===== config.mk =====
export PLATFORM = sky130hd
export DESIGN_NAME = nand_image_loader
export DESIGN_NICKNAME = d
export VERILOG_FILES = /design/src/rtl/nand_ldr_pkg.sv /design/src/rtl/nand_ldr_geom.sv /design/src/rtl/nand_ldr_marker.sv /design/src/rtl/nand_ldr_tally.sv /design/src/rtl/nand_image_loader.sv
export SDC_FILE = /design/constraint.sdc
export NUM_CORES = 1
export LEC_CHECK = 0
export ABC_AREA = 1
export BUFFER_PORTS_ARGS = -buffer_cell sky130_fd_sc_hd__buf_2
export CAP_MARGIN = 20
export CORE_ASPECT_RATIO = 0.9
export CORE_UTILIZATION = 61
export CTS_CLUSTER_DIAMETER = 80
export DETAILED_ROUTE_END_ITERATION = 6
export MAX_ROUTING_LAYER = met4
export PLACE_DENSITY_LB_ADDON = 0.25
export RECOVER_POWER = 25
export SLEW_MARGIN = 40
export SYNTH_ARGS = -nofsm -noshare
export SYNTH_HDL_FRONTEND = slang
export SYNTH_SLANG_ARGS = --single-unit

===== constraint.sdc =====
create_clock -name clk -period 4.3 [get_ports clk]
set_input_delay 0.86 -clock clk [delete_from_list [all_inputs] [get_ports clk]]
set_output_delay 0.86 -clock clk [all_outputs]
set_load 0.02 [all_outputs]

===== src/rtl/nand_ldr_pkg.sv =====
package nand_ldr_pkg;

    typedef enum logic [2:0] {
        LS_IDLE,
        LS_SETUP,
        LS_ISSUE,
        LS_WAIT,
        LS_EVAL,
        LS_DONE,
        LS_FAIL
    } ldr_state_e;

endpackage


===== src/rtl/nand_ldr_geom.sv =====
// Converts the byte offset and size of an image into page and block terms.
module nand_ldr_geom #(
    parameter int ADDR_W      = 32,
    parameter int PAGE_BYTES  = 2048,
    parameter int BLOCK_PAGES = 64
) (
    input  logic [ADDR_W-1:0]                              start_offset,
    input  logic [ADDR_W-1:0]                              image_size,
    output logic [ADDR_W-$clog2(PAGE_BYTES)-1:0]           first_page,
    output logic [ADDR_W-$clog2(PAGE_BYTES):0]             total_pages,
    output logic [ADDR_W-$clog2(PAGE_BYTES*BLOCK_PAGES):0] total_blocks
);
    localparam int PG_SHIFT    = $clog2(PAGE_BYTES);
    localparam int BLK_SHIFT   = $clog2(PAGE_BYTES * BLOCK_PAGES);
    localparam int BLOCK_BYTES = PAGE_BYTES * BLOCK_PAGES;

    logic [ADDR_W:0] pg_sum;
    logic [ADDR_W:0] blk_sum;

    always_comb begin
        first_page   = start_offset[ADDR_W-1:PG_SHIFT];
        pg_sum       = {1'b0, image_size} + (ADDR_W+1)'(PAGE_BYTES - 1);
        blk_sum      = {1'b0, image_size} + (ADDR_W+1)'(BLOCK_BYTES - 1);
        total_pages  = pg_sum[ADDR_W:PG_SHIFT];
        total_blocks = blk_sum[ADDR_W:BLK_SHIFT];
    end

endmodule


===== src/rtl/nand_ldr_marker.sv =====
// Flags a page whose leading spare bytes are not all erased (0xFF).
module nand_ldr_marker #(
    parameter int MARK_BYTES = 2
) (
    input  logic [8*MARK_BYTES-1:0] spare,
    output logic                    marked
);
    logic [MARK_BYTES-1:0] byte_dirty;

    for (genvar g = 0; g < MARK_BYTES; g++) begin : g_byte
        assign byte_dirty[g] = (spare[8*g +: 8] != 8'hFF);
    end

    assign marked = |byte_dirty;

endmodule


===== src/rtl/nand_ldr_tally.sv =====
// Per-block page outcome counters and the block verdict derived from them.
module nand_ldr_tally #(
    parameter int CNT_W = 7
) (
    input  logic clk,
    input  logic rst_n,
    input  logic clr,
    input  logic upd,
    input  logic rd_ok,
    input  logic marked,
    output logic blk_bad,
    output logic blk_fatal
);
    typedef struct packed {
        logic [CNT_W-1:0] good;
        logic [CNT_W-1:0] bad;
        logic [CNT_W-1:0] err;
    } tally_t;

    tally_t t_d, t_q;

    always_comb begin
        t_d = t_q;
        if (clr) begin
            t_d = '0;
        end else if (upd) begin
            if (rd_ok) begin
                t_d.good = t_q.good + CNT_W'(1);
                if (marked) t_d.bad = t_q.bad + CNT_W'(1);
            end else begin
                t_d.err = t_q.err + CNT_W'(1);
            end
        end
    end

    always_ff @(posedge clk or negedge rst_n) begin
        if (!rst_n) t_q <= '0;
        else        t_q <= t_d;
    end

    // A block with no readable page is treated as bad.
    assign blk_bad   = (t_q.good == '0) ? (t_q.err != '0) : (t_q.bad != '0);
    assign blk_fatal = (t_q.err != '0) && !blk_bad;

endmodule


===== src/rtl/nand_image_loader.sv =====
module nand_image_loader
    import nand_ldr_pkg::*;
#(
    parameter int ADDR_W      = 32,
    parameter int PAGE_BYTES  = 2048,
    parameter int BLOCK_PAGES = 64,
    parameter int MARK_BYTES  = 2
) (
    input  logic                                    clk,
    input  logic                                    rst_n,
    input  logic                                    start,
    input  logic [ADDR_W-1:0]                       start_offset,
    input  logic [ADDR_W-1:0]                       image_size,
    output logic                                    rd_valid,
    input  logic                                    rd_ready,
    output logic [ADDR_W-$clog2(PAGE_BYTES)-1:0]    rd_page,
    output logic [ADDR_W-1:0]                       rd_dest,
    input  logic                                    rsp_valid,
    input  logic                                    rsp_ok,
    input  logic [8*MARK_BYTES-1:0]                 rsp_spare,
    output logic                                    busy,
    output logic                                    done,
    output logic                                    error
);
    localparam int PG_SHIFT    = $clog2(PAGE_BYTES);
    localparam int BLK_SHIFT   = $clog2(PAGE_BYTES * BLOCK_PAGES);
    localparam int BLOCK_BYTES = PAGE_BYTES * BLOCK_PAGES;
    localparam int PAGE_W      = ADDR_W - PG_SHIFT;
    localparam int PCNT_W      = ADDR_W - PG_SHIFT + 1;
    localparam int BCNT_W      = ADDR_W - BLK_SHIFT + 1;
    localparam int CNT_W       = $clog2(BLOCK_PAGES + 1);

    typedef struct packed {
        ldr_state_e        state;
        logic [PAGE_W-1:0] page;
        logic [ADDR_W-1:0] dest;
        logic [ADDR_W-1:0] bytes_left;
        logic [PCNT_W-1:0] pages_left;
        logic [BCNT_W-1:0] blocks_left;
        logic [PAGE_W-1:0] blk_page;
        logic [ADDR_W-1:0] blk_dst;
        logic [CNT_W-1:0]  blk_left;
        logic [CNT_W-1:0]  blk_span;
    } regs_t;

    regs_t r_d, r_q;

    logic [PAGE_W-1:0] geo_page;
    logic [PCNT_W-1:0] geo_pages;
    logic [BCNT_W-1:0] geo_blocks;
    logic              page_marked;
    logic              tally_clr;
    logic              tally_upd;
    logic              blk_bad;
    logic              blk_fatal;
    logic [CNT_W-1:0]  span_now;
    logic [ADDR_W-1:0] blk_bytes;
    logic              idle_like;

    nand_ldr_geom #(
        .ADDR_W      (ADDR_W),
        .PAGE_BYTES  (PAGE_BYTES),
        .BLOCK_PAGES (BLOCK_PAGES)
    ) geom_i (
        .start_offset (start_offset),
        .image_size   (image_size),
        .first_page   (geo_page),
        .total_pages  (geo_pages),
        .total_blocks (geo_blocks)
    );

    nand_ldr_marker #(
        .MARK_BYTES (MARK_BYTES)
    ) marker_i (
        .spare  (rsp_spare),
        .marked (page_marked)
    );

    nand_ldr_tally #(
        .CNT_W (CNT_W)
    ) tally_i (
        .clk       (clk),
        .rst_n     (rst_n),
        .clr       (tally_clr),
        .upd       (tally_upd),
        .rd_ok     (rsp_ok),
        .marked    (page_marked),
        .blk_bad   (blk_bad),
        .blk_fatal (blk_fatal)
    );

    always_comb begin
        span_now  = (r_q.pages_left >= PCNT_W'(BLOCK_PAGES)) ?
                    CNT_W'(BLOCK_PAGES) : r_q.pages_left[CNT_W-1:0];
        blk_bytes = (r_q.bytes_left >= ADDR_W'(BLOCK_BYTES)) ?
                    ADDR_W'(BLOCK_BYTES) : r_q.bytes_left;
        idle_like = (r_q.state == LS_IDLE) || (r_q.state == LS_DONE) ||
                    (r_q.state == LS_FAIL);
        tally_clr = (r_q.state == LS_SETUP);
        tally_upd = (r_q.state == LS_WAIT) && rsp_valid;
    end

    always_comb begin
        r_d = r_q;
        unique case (r_q.state)
            LS_IDLE, LS_DONE, LS_FAIL: begin
                if (start) begin
                    r_d.page        = geo_page;
                    r_d.dest        = '0;
                    r_d.bytes_left  = image_size;
                    r_d.pages_left  = geo_pages;
                    r_d.blocks_left = geo_blocks;
                    r_d.state       = (geo_blocks == '0) ? LS_DONE : LS_SETUP;
                end
            end
            LS_SETUP: begin
                r_d.blk_page = r_q.page;
                r_d.blk_dst  = r_q.dest;
                r_d.blk_left = span_now;
                r_d.blk_span = span_now;
                r_d.state    = LS_ISSUE;
            end
            LS_ISSUE: begin
                if (rd_ready) r_d.state = LS_WAIT;
            end
            LS_WAIT: begin
                if (rsp_valid) begin
                    r_d.blk_page = r_q.blk_page + PAGE_W'(1);
                    r_d.blk_dst  = r_q.blk_dst + ADDR_W'(PAGE_BYTES);
                    r_d.blk_left = r_q.blk_left - CNT_W'(1);
                    if ((r_q.blk_left == CNT_W'(1)) || (rsp_ok && page_marked))
                        r_d.state = LS_EVAL;
                    else
                        r_d.state = LS_ISSUE;
                end
            end
            LS_EVAL: begin
                if (blk_fatal) begin
                    r_d.state = LS_FAIL;
                end else begin
                    r_d.page = r_q.page + PAGE_W'(BLOCK_PAGES);
                    if (!blk_bad) begin
                        r_d.dest        = r_q.dest + blk_bytes;
                        r_d.bytes_left  = r_q.bytes_left - blk_bytes;
                        r_d.pages_left  = r_q.pages_left - PCNT_W'(r_q.blk_span);
                        r_d.blocks_left = r_q.blocks_left - BCNT_W'(1);
                    end
                    if (!blk_bad && (r_q.blocks_left == BCNT_W'(1)))
                        r_d.state = LS_DONE;
                    else
                        r_d.state = LS_SETUP;
                end
            end
            default: r_d.state = LS_IDLE;
        endcase
    end

    always_ff @(posedge clk or negedge rst_n) begin
        if (!rst_n) begin
            r_q       <= '0;
            r_q.state <= LS_IDLE;
        end else begin
            r_q <= r_d;
        end
    end

    assign rd_valid = (r_q.state == LS_ISSUE);
    assign rd_page  = r_q.blk_page;
    assign rd_dest  = r_q.blk_dst;
    assign busy     = !idle_like;
    assign done     = (r_q.state == LS_DONE);
    assign error    = (r_q.state == LS_FAIL);

endmodule


Word-level counts from Yosys, hierarchy flattened
Cells that the tools add are included.
- bitwise logic cells: 0
- mux-type cells: 21
- shifts and indexed selects: 0
- $lt $le $gt $ge: 2
- equal/unequal tests: 16
- divide/modulo/power cells: 0
- multipliers: 0
- add/subtract/negate cells: 13
- reductions and logical operators: 28
- operators with widths (operator ; number):
    123-bit case mux with 2 select lines ; 1
    126-bit two-way mux ; 1
    123-bit two-way mux ; 1
    60-bit case mux with 2 select lines ; 1
    102-bit two-way mux ; 1
    60-bit two-way mux ; 1
    21-bit two-way mux ; 2
    32-bit by 11-bit adder with 33-bit output (second input constant) ; 1
    32-bit by 17-bit adder with 33-bit output (second input constant) ; 1
    32-bit by 12-bit adder with 32-bit output (second input constant) ; 1
    32-bit adder ; 1
    32-bit by 18-bit greater-or-equal comparator with 1-bit output (second input constant) ; 1
    32-bit two-way mux ; 1
    32-bit subtractor ; 1
    22-bit by 7-bit greater-or-equal comparator with 1-bit output (second input constant) ; 1
    22-bit by 7-bit subtractor with 22-bit output ; 1
    21-bit by 1-bit adder with 21-bit output (second input constant) ; 1
    21-bit by 7-bit adder with 21-bit output (second input constant) ; 1
    7-bit by 1-bit adder with 7-bit output (second input constant) ; 3
    7-bit two-way mux ; 3
    3-bit two-way mux ; 6
    16-bit by 1-bit == test with 1-bit output (second input constant) ; 1
    16-bit logical NOT ; 1
    8-bit != test (second input constant) ; 2
    other kinds (23) ; 45
- input port bits: 86
- register bits: 214
- memory bits (writable): 0
- ROM bits: 0
- bits in latches: 0
- memories: 0
- output and inout port bits: 57

Longest topological paths before layout
- word-level depth: 7
- depth in mapped cells: 23

By module
Synthesis repeated with hierarchy kept, for this count alone.
- cell total of the unflattened synthesis: 2426
- area, all modules: 16387.0 µm²
- modules (own cells, without submodules) (module ; cells an instance ; sequential area each (µm²) ; instances ; area each (µm²)):
    nand_image_loader ; 1891 ; 4829.6 ; 1 ; 13395.3
    nand_ldr_geom ; 361 ; 0.0 ; 1 ; 1685.4
    nand_ldr_tally ; 155 ; 525.5 ; 1 ; 1232.4
    nand_ldr_marker ; 19 ; 0.0 ; 1 ; 73.8

Least setup slack after synthesis
No wires, ideal clock.
- kind: flip-flop to flip-flop
- start point: register r_q[123] (netlist name)
- end point: register r_q[155] (netlist name)
- setup slack: 0.774 ns
- stages on the path, launching flop included: 21
- arrival: 3.408 ns
- required time: 4.182 ns
- path buffers: 3
- library setup time: 0.118 ns
- clock period less this slack: 3.526 ns
- cell sequence: dfrtp_1 -> nor2_2 -> nand2_1 -> nor2_1 -> nand2_1 -> buf_2 -> buf_1 -> clkbuf_1 -> nor2_1 -> ha_1 -> inv_1 -> fa_1 -> inv_1 -> nand3_1 -> nand2_1 -> a21boi_0 -> o21ai_0 -> a21oi_1 -> or2_2 -> nand3_1 -> nand2_1
- cells in the longest elaborated chain, start to end: 6
- RTL lines (element ; line ; text):
    start: declaration ; nand_image_loader.sv:46 ; regs_t r_d, r_q;
    start signal: assignment ; nand_image_loader.sv:163 ; r_q <= r_d;
    32-bit by 18-bit greater-or-equal comparator with 1-bit output ; nand_image_loader.sv:95 ; blk_bytes = (r_q.bytes_left >= ADDR_W'(BLOCK_BYTES)) ?
    32-bit two-way mux (*) ; nand_image_loader.sv:95 ;
    32-bit adder (*) ; nand_image_loader.sv:143 ; r_d.dest = r_q.dest + blk_bytes;
    102-bit two-way mux (*) ; nand_image_loader.sv:142 ; if (!blk_bad) begin
    123-bit two-way mux (*) ; nand_image_loader.sv:138 ; if (blk_fatal) begin
    123-bit case mux with 2 select lines (*) ; nand_image_loader.sv:105 ; unique case (r_q.state)
Every way passes the cells marked *; elsewhere a longest branch is shown, timed or not. The select of a mux whose other input is x is not followed.
A chain may end at the register's enable or synchronous reset.

Worst setup path after layout
- start point: register r_q[123] (netlist name)
- end point: register r_q[153] (netlist name)
- cells in the longest elaborated chain, start to end: 6
- RTL lines (element ; line):
    32-bit by 18-bit greater-or-equal comparator with 1-bit output ; nand_image_loader.sv:95
    32-bit two-way mux ; nand_image_loader.sv:95
    32-bit adder ; nand_image_loader.sv:143
    102-bit two-way mux ; nand_image_loader.sv:142
    123-bit two-way mux ; nand_image_loader.sv:138
    123-bit case mux with 2 select lines ; nand_image_loader.sv:105
Every way passes these cells. The select of a mux whose other input is x is not followed.

==> results.py <==
metrics = {
    "global_routing": {
        "track_usage": 0.360,
        "grt_max_degree": 86,
        "number_of_antenna_violations_at_the_first_check_in_global_routing": 0,
        "vias_in_the_first_global_route": 15100,
        "total_grt_overflow": 0,
        "wire_length_of_the_first_global_routing_pass_mm": 74.9,
    },
    "floorplan": {
        "die_ar_mm2": 0.0267,
        "boundaryPins": 143,
        "die_w_um": 172,
        "floorplan.rows": 55,
        "die_h_um": 155,
        "initial_core_util": 0.626,
        "core_area_mm2": 0.0254,
    },
    "timing": {
        "finalMaxSlewViolations": 79,
        "max_freq_mhz": 277,
        "hold_viol": 0,
        "relSlewSlack": -0.337,
        "finalWorstPathRequiredPeriod_ps": 3610,
        "rsz0062_at_grt": "no",
        "post_route_setup_tns_ps": 0,
        "final.setup_skew_ps": 12.8,
        "finalCritPeriodShare": 0.838,
        "setup_viol_count_final": 0,
        "tightestPinTransition_ps": 2010,
    },
    "pwr": {
        "total_leakage_power_uw": 0.00841,
        "vdd_drop_max_mv": 0.400,
        "power_frac_comb": 0.472,
        "power.internal_uw": 5900,
        "power.sequential.fraction": 0.311,
        "switching_portion_of_total_power": 0.465,
        "clockPowerShare": 0.217,
        "power_uw": 11000,
        "power.net_switching_uw": 5130,
        "powerDensity_mw_per_mm2": 634,
    },
    "critical_path": {
        "path_common_cell": "sky130_fd_sc_hd__nand2_1",
        "crit_path_start_kind": "flip-flop",
        "cp_slowest_cell": "sky130_fd_sc_hd__dfrtp_1",
        "ff2ff_path_depth": 18,
        "cp_data_arrival_time_ps": 4020,
        "cp_cell_sequence": "nor2_2 -> nand2_1 -> nor2_1 -> nand2_1 -> nor2_1 -> ha_1 -> inv_1 -> fa_1 -> inv_1 -> nand3_1 -> nand2_1 -> a21boi_0 -> o21ai_0 -> nand2_1 -> nand2_1 -> nand2_1 -> a21oi_1 -> o21ai_0",
        "rrSetupSlack_ps": 690,
        "crit_type": "flip-flop to flip-flop",
        "crit_required_ps": 4710,
        "critical_path.max_stage_delay_ps": 460,
        "endpoint_kind": "flip-flop",
        "path_max_fanout": 9,
    },
    "run_status": {
        "outcome": "finished, violations left",
        "failed_checks": "max-capacitance violations, max-slew violations",
    },
    "cells_and_area": {
        "syn_to_final_growth_pct": 9.39,
        "final_design_area_no_fill_mm2": 0.0174,
        "antenna_cells_inserted": 0,
        "final_cell_count_no_fill": 2808,
        "layout-drive-gt1-share": 0.0916,
        "final_cell_mix": "sky130_fd_sc_hd__nand2_1 (557), sky130_fd_sc_hd__nor2_1 (290), sky130_fd_sc_hd__inv_1 (286)",
        "finish.net_count": 2588,
        "final_common_cell": "sky130_fd_sc_hd__nand2_1",
    },
    "clocking": {
        "cts_tree": "done",
        "number_of_sinks_on_the_clock_net": 214,
        "worstSkewPairLatency_ps": 540,
        "post-cts-setup-buffer-count": 0,
        "postCtsHoldBufs": 0,
        "cts_resized": 0,
        "clock_path_buffers": 3,
        "number_of_clock_buffers_inserted_by_tritoncts": 25,
        "clk_pin_slew_ps": 60,
        "h_tree_level_count": 1,
        "cts.root.buffer_cell": "sky130_fd_sc_hd__clkbuf_16",
    },
    "detailed_routing": {
        "drtIter0Drc": 1638,
        "drtAntennaViolNets": 0,
        "detail_route.wl_per_cell_um": 16.4,
        "drt-total-wl_mm": 46.1,
        "num_vias": 16300,
        "drc_errors": 0,
        "detail_route.first_pass.iterations": 6,
        "viasPerCell": 5.82,
    },
    "logic_synthesis": {
        "synth-seq-cells": 214,
        "postSynth.topFlopCell": "sky130_fd_sc_hd__dfrtp_1",
        "synth_enable_flop_cells": 0,
        "yosysSeqAreaShare": 0.337,
        "synth.cell_area_mm2": 0.0159,
        "ys_types": 49,
        "synth_warnings": 0,
        "asyncSetResetFlopFracSynth": 1.00,
        "avgSynthCellArea_um2": 6.66,
        "postSynthCellCount": 2388,
    },
    "placed_design": {
        "io_buffers": 131,
        "post-place-cells": 2763,
        "gp_congestion": 1.02,
        "detailed_place.area_mm2": 0.0165,
        "dpl.hpwl_mm": 33.9,
    },
    "run": {
        "max-cap-violations": 1,
    },
    "worst_hold_path": {
        "timing.hold.worst.class": "flip-flop to flip-flop",
        "hold-path-cell-count": 1,
    },
}
==> power by group through the flow <==
stage | Sequential [uW] | Combinational, uW | Clock, uW
global route | 3520 | 5870 | 2500
finish | 3440 | 5200 | 2390
global placement | 3400 | 4900 | 0
floorplan | 3230 | 4130 | 0
detailed placement | 3430 | 5070 | 0
CTS | 3410 | 5140 | 2410
==> routing by layer <==
layer	global-route usage	routed length, um	vias to the layer above
li1	-	-	7919
met1	0.498	20900	7680
met2	0.550	20500	658
met3	0.0514	3670	80
met4	0.0990	1040	0
met5	-	0	-
==> final timing paths <==
check	start	to
worst max register to register	r_q[123]	r_q[153]
max in group asynchronous	rst_n	rd_dest[1]
min in group asynchronous	rst_n	r_q[71]
worst min register to register	tally_i.t_q[6]	tally_i.t_q[6]
worst max-delay path	r_q[123]	r_q[153]
worst min-delay path	tally_i.t_q[6]	tally_i.t_q[6]
==> synthesized netlist by cell type, drive strengths merged (2+ instances only) <==
cell      n  area (um^2)
nand3   135          676
xor2     49          429
o211ai   24          180
a21oi   142          711
xnor2     9         78.8
o21a      5         37.5
conb      2         7.51
or2       6         37.5
buf      83          553
a31oi    16          100
o311ai    2         17.5
inv     294         1100
o22ai    28          175
nand3b    8         60.1
nor2    300         1140
nand4    36          225
a22oi     3         22.5
ha       52          651
a211oi    2         15.0
o21ai   266         1340
fa        2         40.0
a32oi     2         17.5
nand2   558         2100
dfrtp   214         5360
o21bai    3         22.5
nor3     56          280
mux2      5         56.3
o221a     4         45.0
o31ai     9         67.6
nor4     12         75.1
a311oi    2         17.5
a21boi    3         22.5
a32o      2         20.0
a21o      3         22.5
clkbuf   45          169
==> logic make-up (layout without fill, tap and decap cells) <==
logic type               Yosys count  count (layout)  share of synthesized area
multiplexers                       5               5                    0.00354
XOR/XNOR                          58              58                     0.0319
AO/OA/AOI/OAI                    519             519                      0.179
other                              2              14                   0.000472
adder cells (fa/ha/maj)           54              54                     0.0434
AND/OR/NAND/NOR                 1114            1114                      0.290
flip-flops                       214             214                      0.337
buffers and inverters            422             488                      0.115
==> area by class of cell <==
class                           count  area (um^2)
Clock buffer                       31          688
Inverter                          294         1110
Multi-Input combinational cell   1764         8790
Fill cell                        2275         7990
Timing Repair Buffer              149          800
Tap cell                          342          428
Clock inverter                     14          230
Sequential cell                   214         5360
==> sequential cells by signal, indices dropped and copies added (netlist names) <==
register and flops:
rd_dest 32, r_q 140, tally_i.t_q 21, rd_page 21
==> critical path, delay by kind of cell (launching register included) <==
kind | cells | cell delay, ps
adders and majority gates | 2 | 650
AOI/OAI and AO/OA | 4 | 780
DFF | 1 | 460
buffers and inverters | 2 | 170
and+or+nand+nor | 10 | 1400
==> metrics by stage <==
stage | setup WS (ps) | hold slack, ps | utilization
after floorplan | 774 | 435 | -
after global placement | 862 | 451 | 0.650
after detailed placement | 798 | 466 | 0.650
after CTS | 783 | 310 | 0.686
after global routing | 362 | 501 | 0.685
final | 695 | 475 | 0.685
(Power assumes the default switching activity.)
